$ cat config.mk
export PLATFORM = sky130hd
export DESIGN_NAME = cfg_image_prog
export DESIGN_NICKNAME = d
export VERILOG_FILES = /design/src/rtl/cfg_prog_pkg.sv /design/src/rtl/cfg_image_build.sv /design/src/rtl/cfg_settle_timer.sv /design/src/rtl/cfg_station_bank.sv /design/src/rtl/cfg_image_prog.sv
export SDC_FILE = /design/constraint.sdc
export NUM_CORES = 1
export LEC_CHECK = 0
export ABC_AREA = 1
export ABC_CLOCK_PERIOD_IN_PS = 5250
export BUFFER_PORTS_ARGS = -buffer_cell sky130_fd_sc_hd__clkbuf_2
export CORE_MARGIN = 2
export CORE_UTILIZATION = 60
export CTS_BUF_LIST = sky130_fd_sc_hd__clkbuf_8
export DETAILED_ROUTE_END_ITERATION = 16
export HOLD_SLACK_MARGIN = 0.12
export PLACE_DENSITY = 0.9
export SYNTH_ARGS = -nofsm -noshare
export SYNTH_HDL_FRONTEND = slang
export SYNTH_SLANG_ARGS = --single-unit
$ cat constraint.sdc
create_clock -name clk -period 5.25 [get_ports clk]
set_input_delay 0.2625 -clock clk [delete_from_list [all_inputs] [get_ports clk]]
set_output_delay 0.2625 -clock clk [all_outputs]
set_load 0.1 [all_outputs]
$ cat src/rtl/cfg_prog_pkg.sv
package cfg_prog_pkg;

    localparam int IMG_LEN  = 11;
    localparam int IDX_W    = 4;
    localparam int STA_LEN  = 6;
    localparam int STA_BASE = 4;
    localparam int SUM_LEN  = IMG_LEN - 1;

    typedef logic [7:0] byte_t;

    localparam byte_t CHK_SEED = 8'h55;

    typedef enum logic [3:0] {
        S_IDLE,
        S_ARM,
        S_CHECK,
        S_WRITE,
        S_SETTLE,
        S_READ,
        S_ADVANCE,
        S_PUBLISH,
        S_DONE,
        S_FAIL
    } prog_state_t;

    // Fixed image content, addresses 0..7
    function automatic byte_t fixed_byte(input int unsigned pos);
        byte_t v;
        unique case (pos)
            0:       v = 8'h4E;
            1:       v = 8'h57;
            2:       v = 8'h59;
            3:       v = 8'h46;
            4:       v = 8'h00;
            5:       v = 8'h10;
            6:       v = 8'h57;
            7:       v = 8'hC0;
            default: v = 8'h00;
        endcase
        return v;
    endfunction

endpackage

$ cat src/rtl/cfg_image_build.sv
module cfg_image_build
    import cfg_prog_pkg::*;
(
    input  logic [15:0]        serial,
    input  logic [IDX_W-1:0]   idx,
    output byte_t              cur_byte,
    output logic [8*STA_LEN-1:0] sta_image
);

    localparam int SLOTS = 1 << IDX_W;

    logic [SLOTS-1:0][7:0] img;
    byte_t                 acc;

    always_comb begin
        img = '0;
        for (int i = 0; i < 8; i++) begin
            img[i] = fixed_byte(i);
        end
        img[8] = serial[15:8];
        img[9] = serial[7:0];
        acc = CHK_SEED;
        for (int i = 0; i < SUM_LEN; i++) begin
            acc = acc + img[i];
        end
        img[SUM_LEN] = 8'h00 - acc;
    end

    assign cur_byte = img[idx];

    genvar g;
    generate
        for (g = 0; g < STA_LEN; g++) begin : g_sta
            assign sta_image[8*(STA_LEN-g)-1 -: 8] = img[STA_BASE+g];
        end
    endgenerate

endmodule

$ cat src/rtl/cfg_settle_timer.sv
module cfg_settle_timer #(
    parameter int CYCLES = 1_000_000
) (
    input  logic clk,
    input  logic rst_n,
    input  logic run,
    output logic expired
);

    localparam int CNT_W = (CYCLES > 1) ? $clog2(CYCLES) : 1;
    localparam logic [CNT_W-1:0] LAST = CNT_W'(CYCLES - 1);

    logic [CNT_W-1:0] cnt;

    always_ff @(posedge clk or negedge rst_n) begin
        if (!rst_n) begin
            cnt <= '0;
        end else if (!run || expired) begin
            cnt <= '0;
        end else begin
            cnt <= cnt + 1'b1;
        end
    end

    assign expired = run && (cnt == LAST);


    settle_cnt_bound_chk: assert property (@(posedge clk) disable iff (!rst_n)
        cnt <= LAST);


    settle_idle_clear_chk: assert property (@(posedge clk) disable iff (!rst_n)
        !run |=> cnt == '0);

endmodule

$ cat src/rtl/cfg_station_bank.sv
module cfg_station_bank #(
    parameter int WIDTH = 48
) (
    input  logic             clk,
    input  logic             rst_n,
    input  logic             load,
    input  logic [WIDTH-1:0] din,
    output logic [WIDTH-1:0] dout
);

    always_ff @(posedge clk or negedge rst_n) begin
        if (!rst_n) begin
            dout <= '0;
        end else if (load) begin
            dout <= din;
        end
    end


    station_hold_chk: assert property (@(posedge clk) disable iff (!rst_n)
        !load |=> $stable(dout));

endmodule

$ cat src/rtl/cfg_image_prog.sv
module cfg_image_prog
    import cfg_prog_pkg::*;
#(
    parameter int SETTLE_CYCLES = 1_000_000,
    parameter int MAX_TRIES     = 100
) (
    input  logic        clk,
    input  logic        rst_n,
    input  logic        start,
    input  logic [15:0] serial,
    output logic        mem_req,
    output logic        mem_we,
    output logic [7:0]  mem_addr,
    output logic [7:0]  mem_wdata,
    input  logic        mem_ack,
    input  logic [7:0]  mem_rdata,
    output logic        busy,
    output logic        done,
    output logic        fail,
    output logic [7:0]  fail_code,
    output logic [47:0] sta_addr
);

    localparam int TRY_W = $clog2(MAX_TRIES + 1);
    localparam logic [TRY_W-1:0] TRY_LIMIT = TRY_W'(MAX_TRIES);
    localparam logic [IDX_W-1:0] LAST_IDX  = IDX_W'(IMG_LEN - 1);

    prog_state_t        state, nxt;
    logic [IDX_W-1:0]   idx;
    logic [TRY_W-1:0]   tries;
    byte_t              verify;
    logic [15:0]        serial_q;
    byte_t              cur_byte;
    logic [47:0]        sta_image;
    logic               settle_done;
    logic               sta_load;

    cfg_image_build u_img (
        .serial    (serial_q),
        .idx       (idx),
        .cur_byte  (cur_byte),
        .sta_image (sta_image)
    );

    cfg_settle_timer #(.CYCLES(SETTLE_CYCLES)) u_timer (
        .clk     (clk),
        .rst_n   (rst_n),
        .run     (state == S_SETTLE),
        .expired (settle_done)
    );

    cfg_station_bank #(.WIDTH(48)) u_sta (
        .clk   (clk),
        .rst_n (rst_n),
        .load  (sta_load),
        .din   (sta_image),
        .dout  (sta_addr)
    );

    // State register
    always_ff @(posedge clk or negedge rst_n) begin
        if (!rst_n) state <= S_IDLE;
        else        state <= nxt;
    end

    // Next-state logic
    always_comb begin
        nxt = state;
        unique case (state)
            S_IDLE:    if (start) nxt = S_ARM;
            S_ARM:     nxt = S_CHECK;
            S_CHECK: begin
                if (verify == cur_byte)      nxt = S_ADVANCE;
                else if (tries == TRY_LIMIT) nxt = S_FAIL;
                else                         nxt = S_WRITE;
            end
            S_WRITE:   if (mem_ack) nxt = S_SETTLE;
            S_SETTLE:  if (settle_done) nxt = S_READ;
            S_READ:    if (mem_ack) nxt = S_CHECK;
            S_ADVANCE: nxt = (idx == LAST_IDX) ? S_PUBLISH : S_ARM;
            S_PUBLISH: nxt = S_DONE;
            S_DONE:    nxt = S_IDLE;
            S_FAIL:    nxt = S_IDLE;
            default:   nxt = S_IDLE;
        endcase
    end

    // Datapath registers
    always_ff @(posedge clk or negedge rst_n) begin
        if (!rst_n) begin
            idx       <= '0;
            tries     <= '0;
            verify    <= '0;
            serial_q  <= '0;
            fail_code <= '0;
        end else begin
            unique case (state)
                S_IDLE: begin
                    if (start) begin
                        serial_q <= serial;
                        idx      <= '0;
                    end
                end
                S_ARM: begin
                    tries  <= '0;
                    verify <= ~cur_byte;
                end
                S_CHECK: begin
                    if (verify != cur_byte && tries == TRY_LIMIT)
                        fail_code <= 8'(idx) + 8'd1;
                end
                S_WRITE:   if (mem_ack) tries <= tries + 1'b1;
                S_READ:    if (mem_ack) verify <= mem_rdata;
                S_ADVANCE: if (idx != LAST_IDX) idx <= idx + 1'b1;
                default: ;
            endcase
        end
    end

    // Outputs
    always_comb begin
        mem_req   = (state == S_WRITE) || (state == S_READ);
        mem_we    = (state == S_WRITE);
        mem_addr  = 8'(idx);
        mem_wdata = cur_byte;
        busy      = (state != S_IDLE);
        done      = (state == S_DONE);
        fail      = (state == S_FAIL);
        sta_load  = (state == S_PUBLISH);
    end


    done_fail_excl_chk: assert property (@(posedge clk) disable iff (!rst_n)
        !(done && fail));


    done_pulse_chk: assert property (@(posedge clk) disable iff (!rst_n)
        done |=> !done);


    fail_pulse_chk: assert property (@(posedge clk) disable iff (!rst_n)
        fail |=> !fail);


    req_hold_chk: assert property (@(posedge clk) disable iff (!rst_n)
        (mem_req && !mem_ack) |=> (mem_req && $stable(mem_we) && $stable(mem_addr) && $stable(mem_wdata)));


    addr_range_chk: assert property (@(posedge clk) disable iff (!rst_n)
        mem_req |-> mem_addr < 8'(IMG_LEN));


    fail_quiet_chk: assert property (@(posedge clk) disable iff (!rst_n)
        fail |=> !mem_req);


    fail_code_range_chk: assert property (@(posedge clk) disable iff (!rst_n)
        fail |-> (fail_code >= 8'd1 && fail_code <= 8'(IMG_LEN)));


    write_then_settle_chk: assert property (@(posedge clk) disable iff (!rst_n)
        (mem_req && mem_we && mem_ack) |=> !mem_req);


    serial_hold_chk: assert property (@(posedge clk) disable iff (!rst_n)
        (busy && $past(busy)) |-> $stable(serial_q));

endmodule

# After elaboration in Yosys (flattened, before gate mapping)
# Cells that the tools add are included.
[op_classes]
add_sub_neg = 7
order_cmp = 1
n_eq_ne = 20
muxes = 18
bitwise = 1
n_reduce_logical = 16
[op_table]
columns = ["cell", "count"]
rows = [
  ["binary-select mux 8 bit (select 4 bit)", 1],
  ["2-to-1 mux 4 bit", 8],
  ["case mux 4 bit (8 select lines)", 1],
  ["adder 20 x 1 -> 20 bit (second input constant)", 1],
  ["equality test 20 bit (second input constant)", 1],
  ["2-to-1 mux 20 bit", 1],
  ["equality test 4 x 3 -> 1 bit (second input constant)", 4],
  ["2-to-1 mux 8 bit", 2],
  ["case mux 8 bit (2 select lines)", 1],
  ["case mux 7 bit (2 select lines)", 1],
  ["equality test 4 bit (second input constant)", 3],
  ["adder 8 bit", 1],
  ["adder 8 bit (first input constant)", 1],
  ["equality test 4 x 2 -> 1 bit (second input constant)", 2],
  ["equality test 8 bit", 1],
  ["!= test 2 bit (second input constant)", 4],
  ["!= test 8 bit", 1],
  ["NOT 8 bit", 1],
  ["case mux 4 bit (2 select lines)", 1],
  ["AND reduction 2 bit", 4],
  ["subtractor 1 x 8 -> 8 bit (first input constant)", 1],
  ["adder 7 x 1 -> 7 bit (second input constant)", 1],
  ["equality test 7 bit (second input constant)", 1],
  ["2-to-1 mux 7 bit", 1],
  ["other kinds (15)", 19],
]
[totals]
ff_bits = 84
in_bits = 28
out_inout_bits = 77
elab_cells = 71

# Longest topological paths before layout
[logic_depth]
depth_word = 8
ltp_mapped = 22
mapped_depth_nobuf = 22

# By module
# From an unflattened synthesis, not the netlist that was laid out.
[hier_totals]
hier_cells = 836
hier_area_um2 = 6651.4
[modules_own_cells]
columns = ["module", "instances", "cells_per_inst", "area_each_um2", "seq_area_each_um2"]
rows = [
  ["cfg_image_prog", 1, 287, 2486.1, 1101.1],
  ["cfg_station_bank", 1, 203, 1805.5, 1201.2],
  ["cfg_settle_timer", 1, 159, 1204.9, 500.5],
  ["cfg_image_build", 1, 187, 1154.9, 0.0],
]

# Worst setup path after synthesis
# Ideal clock, no wire load.
[synth_timing]
path_type = "register to register"
from = "register idx[0]"
to = "register state[0]"
setup_time_ns = 0.127
arrival_time_ns = 3.373
required_ns = 5.123
slack_ns = 1.750
path_stages_with_launch = 17
path_buffers = 1
synth_period_minus_slack_ns = 3.500
path_cell_list = "dfrtp_1 -> buf_2 -> inv_2 -> ha_1 -> or2_1 -> nand3_2 -> nand2_1 -> nand2_1 -> nand2_1 -> nor2_1 -> nand3_1 -> nor2_2 -> nand3_4 -> nand2_1 -> nand2_1 -> nand2_1 -> nand2_1"
[synth_between]
elab_chain_len = 5
[synth_rtl]
columns = ["element", "line", "text"]
rows = [
  ["start, declared", "cfg_image_prog.sv:29", "logic [IDX_W-1:0] idx;"],
  ["start signal, assigned", "cfg_image_prog.sv:114", "S_ADVANCE: if (idx != LAST_IDX) idx <= idx + 1'b1;"],
  ["binary-select mux 8 bit (select 4 bit)", "cfg_image_build.sv:29", "assign cur_byte = img[idx];"],
  ["2-to-1 mux 8 bit (implied by the code)", "cfg_image_build.sv:29", ""],
  ["via mem_wdata[2]", "cfg_image_prog.sv:14", "output logic [7:0] mem_wdata,"],
  ["equality test 8 bit", "cfg_image_prog.sv:73", "if (verify == cur_byte) nxt = S_ADVANCE;"],
  ["2-to-1 mux 4 bit", "cfg_image_prog.sv:73", ""],
  ["case mux 4 bit (8 select lines)", "cfg_image_prog.sv:69", "unique case (state)"],
  ["end signal, assigned", "cfg_image_prog.sv:63", "else state <= nxt;"],
  ["end, declared", "cfg_image_prog.sv:28", "prog_state_t state, nxt;"],
]
# The timed path passes the listed nets, and every way through them passes these cells. The select of a mux whose other input is x is not followed.
# A chain may end at the register's enable or synchronous reset.

# Worst setup path after layout
[layout_timing]
from = "register serial_q[1]"
to = "output mem_wdata[7]"
[layout_between]
elab_chain_len = 4
[layout_rtl]
columns = ["element", "line", "text"]
rows = [
  ["start, declared", "cfg_image_prog.sv:32", "logic [15:0] serial_q;"],
  ["start signal, assigned", "cfg_image_prog.sv:100", "serial_q <= serial;"],
  ["adder 8 bit", "cfg_image_build.sv:24", "acc = acc + img[i];"],
  ["subtractor 1 x 8 -> 8 bit", "cfg_image_build.sv:26", "img[SUM_LEN] = 8'h00 - acc;"],
  ["binary-select mux 8 bit (select 4 bit)", "cfg_image_build.sv:29", ""],
  ["2-to-1 mux 8 bit (implied by the code)", "cfg_image_build.sv:29", ""],
  ["end, declared", "cfg_image_prog.sv:14", ""],
]
# Every way passes these cells. The select of a mux whose other input is x is not followed.

==> reports/qor.csv <==
metric,value,unit
status,"complete, no violations",
avgViaCountPerCell,5.39,
cts_root_buf,clkbuf_8,
fin_setup_tns,0,ns
postPlaceCellArea,0.00506,sq mm
r2r_slack,2.46,ns
drive_gt1_share,17.3,%
period_share,61.3,%
syn_to_final_growth,13.1,%
clock_sinks,81,
synth_edf_count,0,
startpoint,serial_q[1],
p_per_area,661,mW/mm^2
antenna_cells,0,
grt_pass1_vias,4277,
dp_cells,781,
cpLargestDelayFamily,adder cells,
ys_types,35,
clockBufferDepth,2,
cpMostUsedCell,nand2_1,
hp-class,in2reg,
row_count,32,
vias,4342,
numCtsBuffers,9,
instances_no_fill,806,
coreArea,0.00773,sq mm
worstReg2RegStart,serial_q[1],
yosysTopAreaCellShare,42.4,%
slowest_delay,0.47,ns
reg2reg_depth,21,
place_hpwl,8.05,mm
syn_area_per_cell,7.66,sq um
setup.worst_path.end,mem_wdata[7],
critical-path-slowest-cell,clkbuf_2,
synth_commonest_cells,"nand2_1 (153), dfrtp_1 (81), inv_1 (69)",
grt_pass1_wl,18.8,mm
critPathBufInv,4,
fmaxAchievable,311,MHz
irDropWorstVdd,509,uV
track_usage,27.1,%
crit_fanout,3,
final_area,0.00541,sq mm
wl_per_cell,14.0,um
synth.area.top_cells,"dfrtp_1 (42%), nand2_1 (12%), buf_4 (6.0%)",
design_power_total,3.58,mW
path_cells,ha_1 > inv_1 > ha_1 > inv_1 > fa_1 > inv_1 > nand2_1 > nand2_1 > nand3_1 > nand4_1 > nand3_1 > nand2_1 > nand2_1 > nand2_1 > clkbuf_2,
setup_viol,0,
htreeDepth,3,
netlist_area,0.00478,sq mm
worstMarginPinSlew,1.15,ns
pin_count,105,
first_iter_violations,306,
synth_most_common_cell,nand2_1,
cts_tree,done,
die_y,93.3,um
slew_violations,0,
die-area,0.00870,sq mm
die_x,93.3,um
synth-async-reset-ratio,100,%
place_congestion,0.938,
fin_nets,748,
io_buffers,73,
yosysWarnings,0,
antenna_found_initial,0,
cts_resized,0,
slew_headroom,22.9,%
worstSkewPairLatency,0.36,ns
drt_wl_total,11.3,mm
r2r-end,fail_code[3],
end_kind,primary output,
crit_cells,15,
start_kind,flip-flop,
cp.arrival,2.96,ns
synth_top_flop_cell,dfrtp_1,
leakagePower,2.76,nW
synth-seq-cells,81,
critical_path_class,reg2out,
grt_max_degree,82,
fin_skew,0.0112,ns
first_pass_iters,6,
drc,0,
grt_overflow_total,0,
hold_ws,0.127,ns
synth_area_leader_cell,dfrtp_1,
final_hold_viol_count,0,
cp.required,4.99,ns
start_util,61.9,%
postRouteAntennaNets,0,
ys_seq_area_share,42.4,%
maxCapViolCount,0,
rsz0062_at_grt,no,
cts.reportedPaths.clkPinSlew,0.08,ns
fin_crit,3.22,ns
syn_inst,624,
-- registers in the layout (all words and copies together), names as in the netlist --
| signal | cells |
|---|---|
| state | 4 |
| fail_code | 5 |
| tries | 7 |
| u_sta.dout | 17 |
| idx | 4 |
| verify | 8 |
| serial_q | 16 |
| u_timer.cnt | 20 |
-- worst min path at each step --
stage                              start             end  slack, ns  depth (start not counted)
final                         serial[12]    serial_q[12]       0.13                          3
after global routing          serial[15]    serial_q[15]       0.15                          3
after CTS                     serial[12]    serial_q[12]       0.12                          3
after detailed placement  u_timer.cnt[0]  u_timer.cnt[0]       0.45                          1
after global placement          tries[5]        tries[5]       0.45                          1
after floorplan                    rst_n    fail_code[0]      -0.03                          0
-- cell families (layout without fill, tap and decap cells) --
group / count (synthesis) / after routing / share of synthesized area [%]
compound gates: 102 / 102 / 11.4
xor+xnor: 3 / 3 / 0.550
fa+ha+maj: 21 / 21 / 5.65
buf+inv: 132 / 182 / 13.4
flops: 81 / 81 / 42.4
other cells: 1 / 31 / 0.0785
simple gates: 284 / 284 / 26.4
-- repair_timing --
| item | in CTS | in global routing |
|---|---|---|
| hold endpoints to repair | 48 | 0 |
| hold buffers | 9 | 0 |
| endpoints found under the setup margin | 0 | 0 |
| buffers inserted | 0 | 0 |
-- cells in the final DEF (no fill, tap or decap), types with 3 or more instances in the layout --
cell type,netlist,routed
nor2_2,5,6
nand3_1,43,43
a21oi_1,26,26
inv_1,69,69
nor3_2,3,3
nor3_1,15,15
clkbuf_2,0,72
dlygate4sd3_1,0,9
o21ai_0,55,55
ha_1,20,20
bufinv_16,0,3
xor2_1,3,3
nor4_1,4,4
nand2_1,153,153
dfrtp_1,81,81
o21ai_1,6,6
o22ai_1,6,6
nor2_1,40,39
nand4_1,11,11
clkbuf_8,0,10
conb_1,1,31
inv_2,15,15
-- where the power goes --
part | switching [mW] | internal, mW
Combinational | 1.65 | 0.459
Clock | 0.239 | 0.331
Sequential | 0.113 | 0.788
Total | 2.00 | 1.58
-- worst register-to-register path, cell delays in order (launching register included) --
cell and delay, ns:
dfrtp_1 0.38, ha_1 0.29, inv_1 0.06, ha_1 0.16, inv_1 0.06, fa_1 0.37
inv_1 0.08, nand2_1 0.07, nand2_1 0.11, nand3_1 0.11, nand2_1 0.08, nand2_1 0.04
nand3_1 0.07, nand2_1 0.06, nand2_1 0.09, nand2_1 0.09, nand2_1 0.07, nand2_1 0.09
nand3_4 0.11, nand3_2 0.13, nand2_1 0.11, nand2_1 0.05
-- through the flow --
step | util (%) | setup slack, ns
after floorplan | - | 1.75
after global placement | 65.5 | 2.55
after detailed placement | 65.5 | 2.44
after CTS | 70.0 | 2.02
after global routing | 70.0 | 1.83
final | 70.0 | 2.03
-- layer usage --
metal | routed length (um) | global-route usage [%]
met2 | 5740 | 46.6
met5 | 0 | 0
met4 | 208 | 10.3
met3 | 647 | 5.88
met1 | 4670 | 33.3
-- layout make-up --
cell class / instances / area [sq um]
Multi-Input combinational cell: 441 / 2230
Timing Repair Buffer: 82 / 458
Sequential cell: 81 / 2030
Inverter: 84 / 315
Fill cell: 620 / 2320
Clock inverter: 6 / 115
Tap cell: 102 / 128
Clock buffer: 10 / 138
Note: power is estimated with default switching activity, not from simulation.
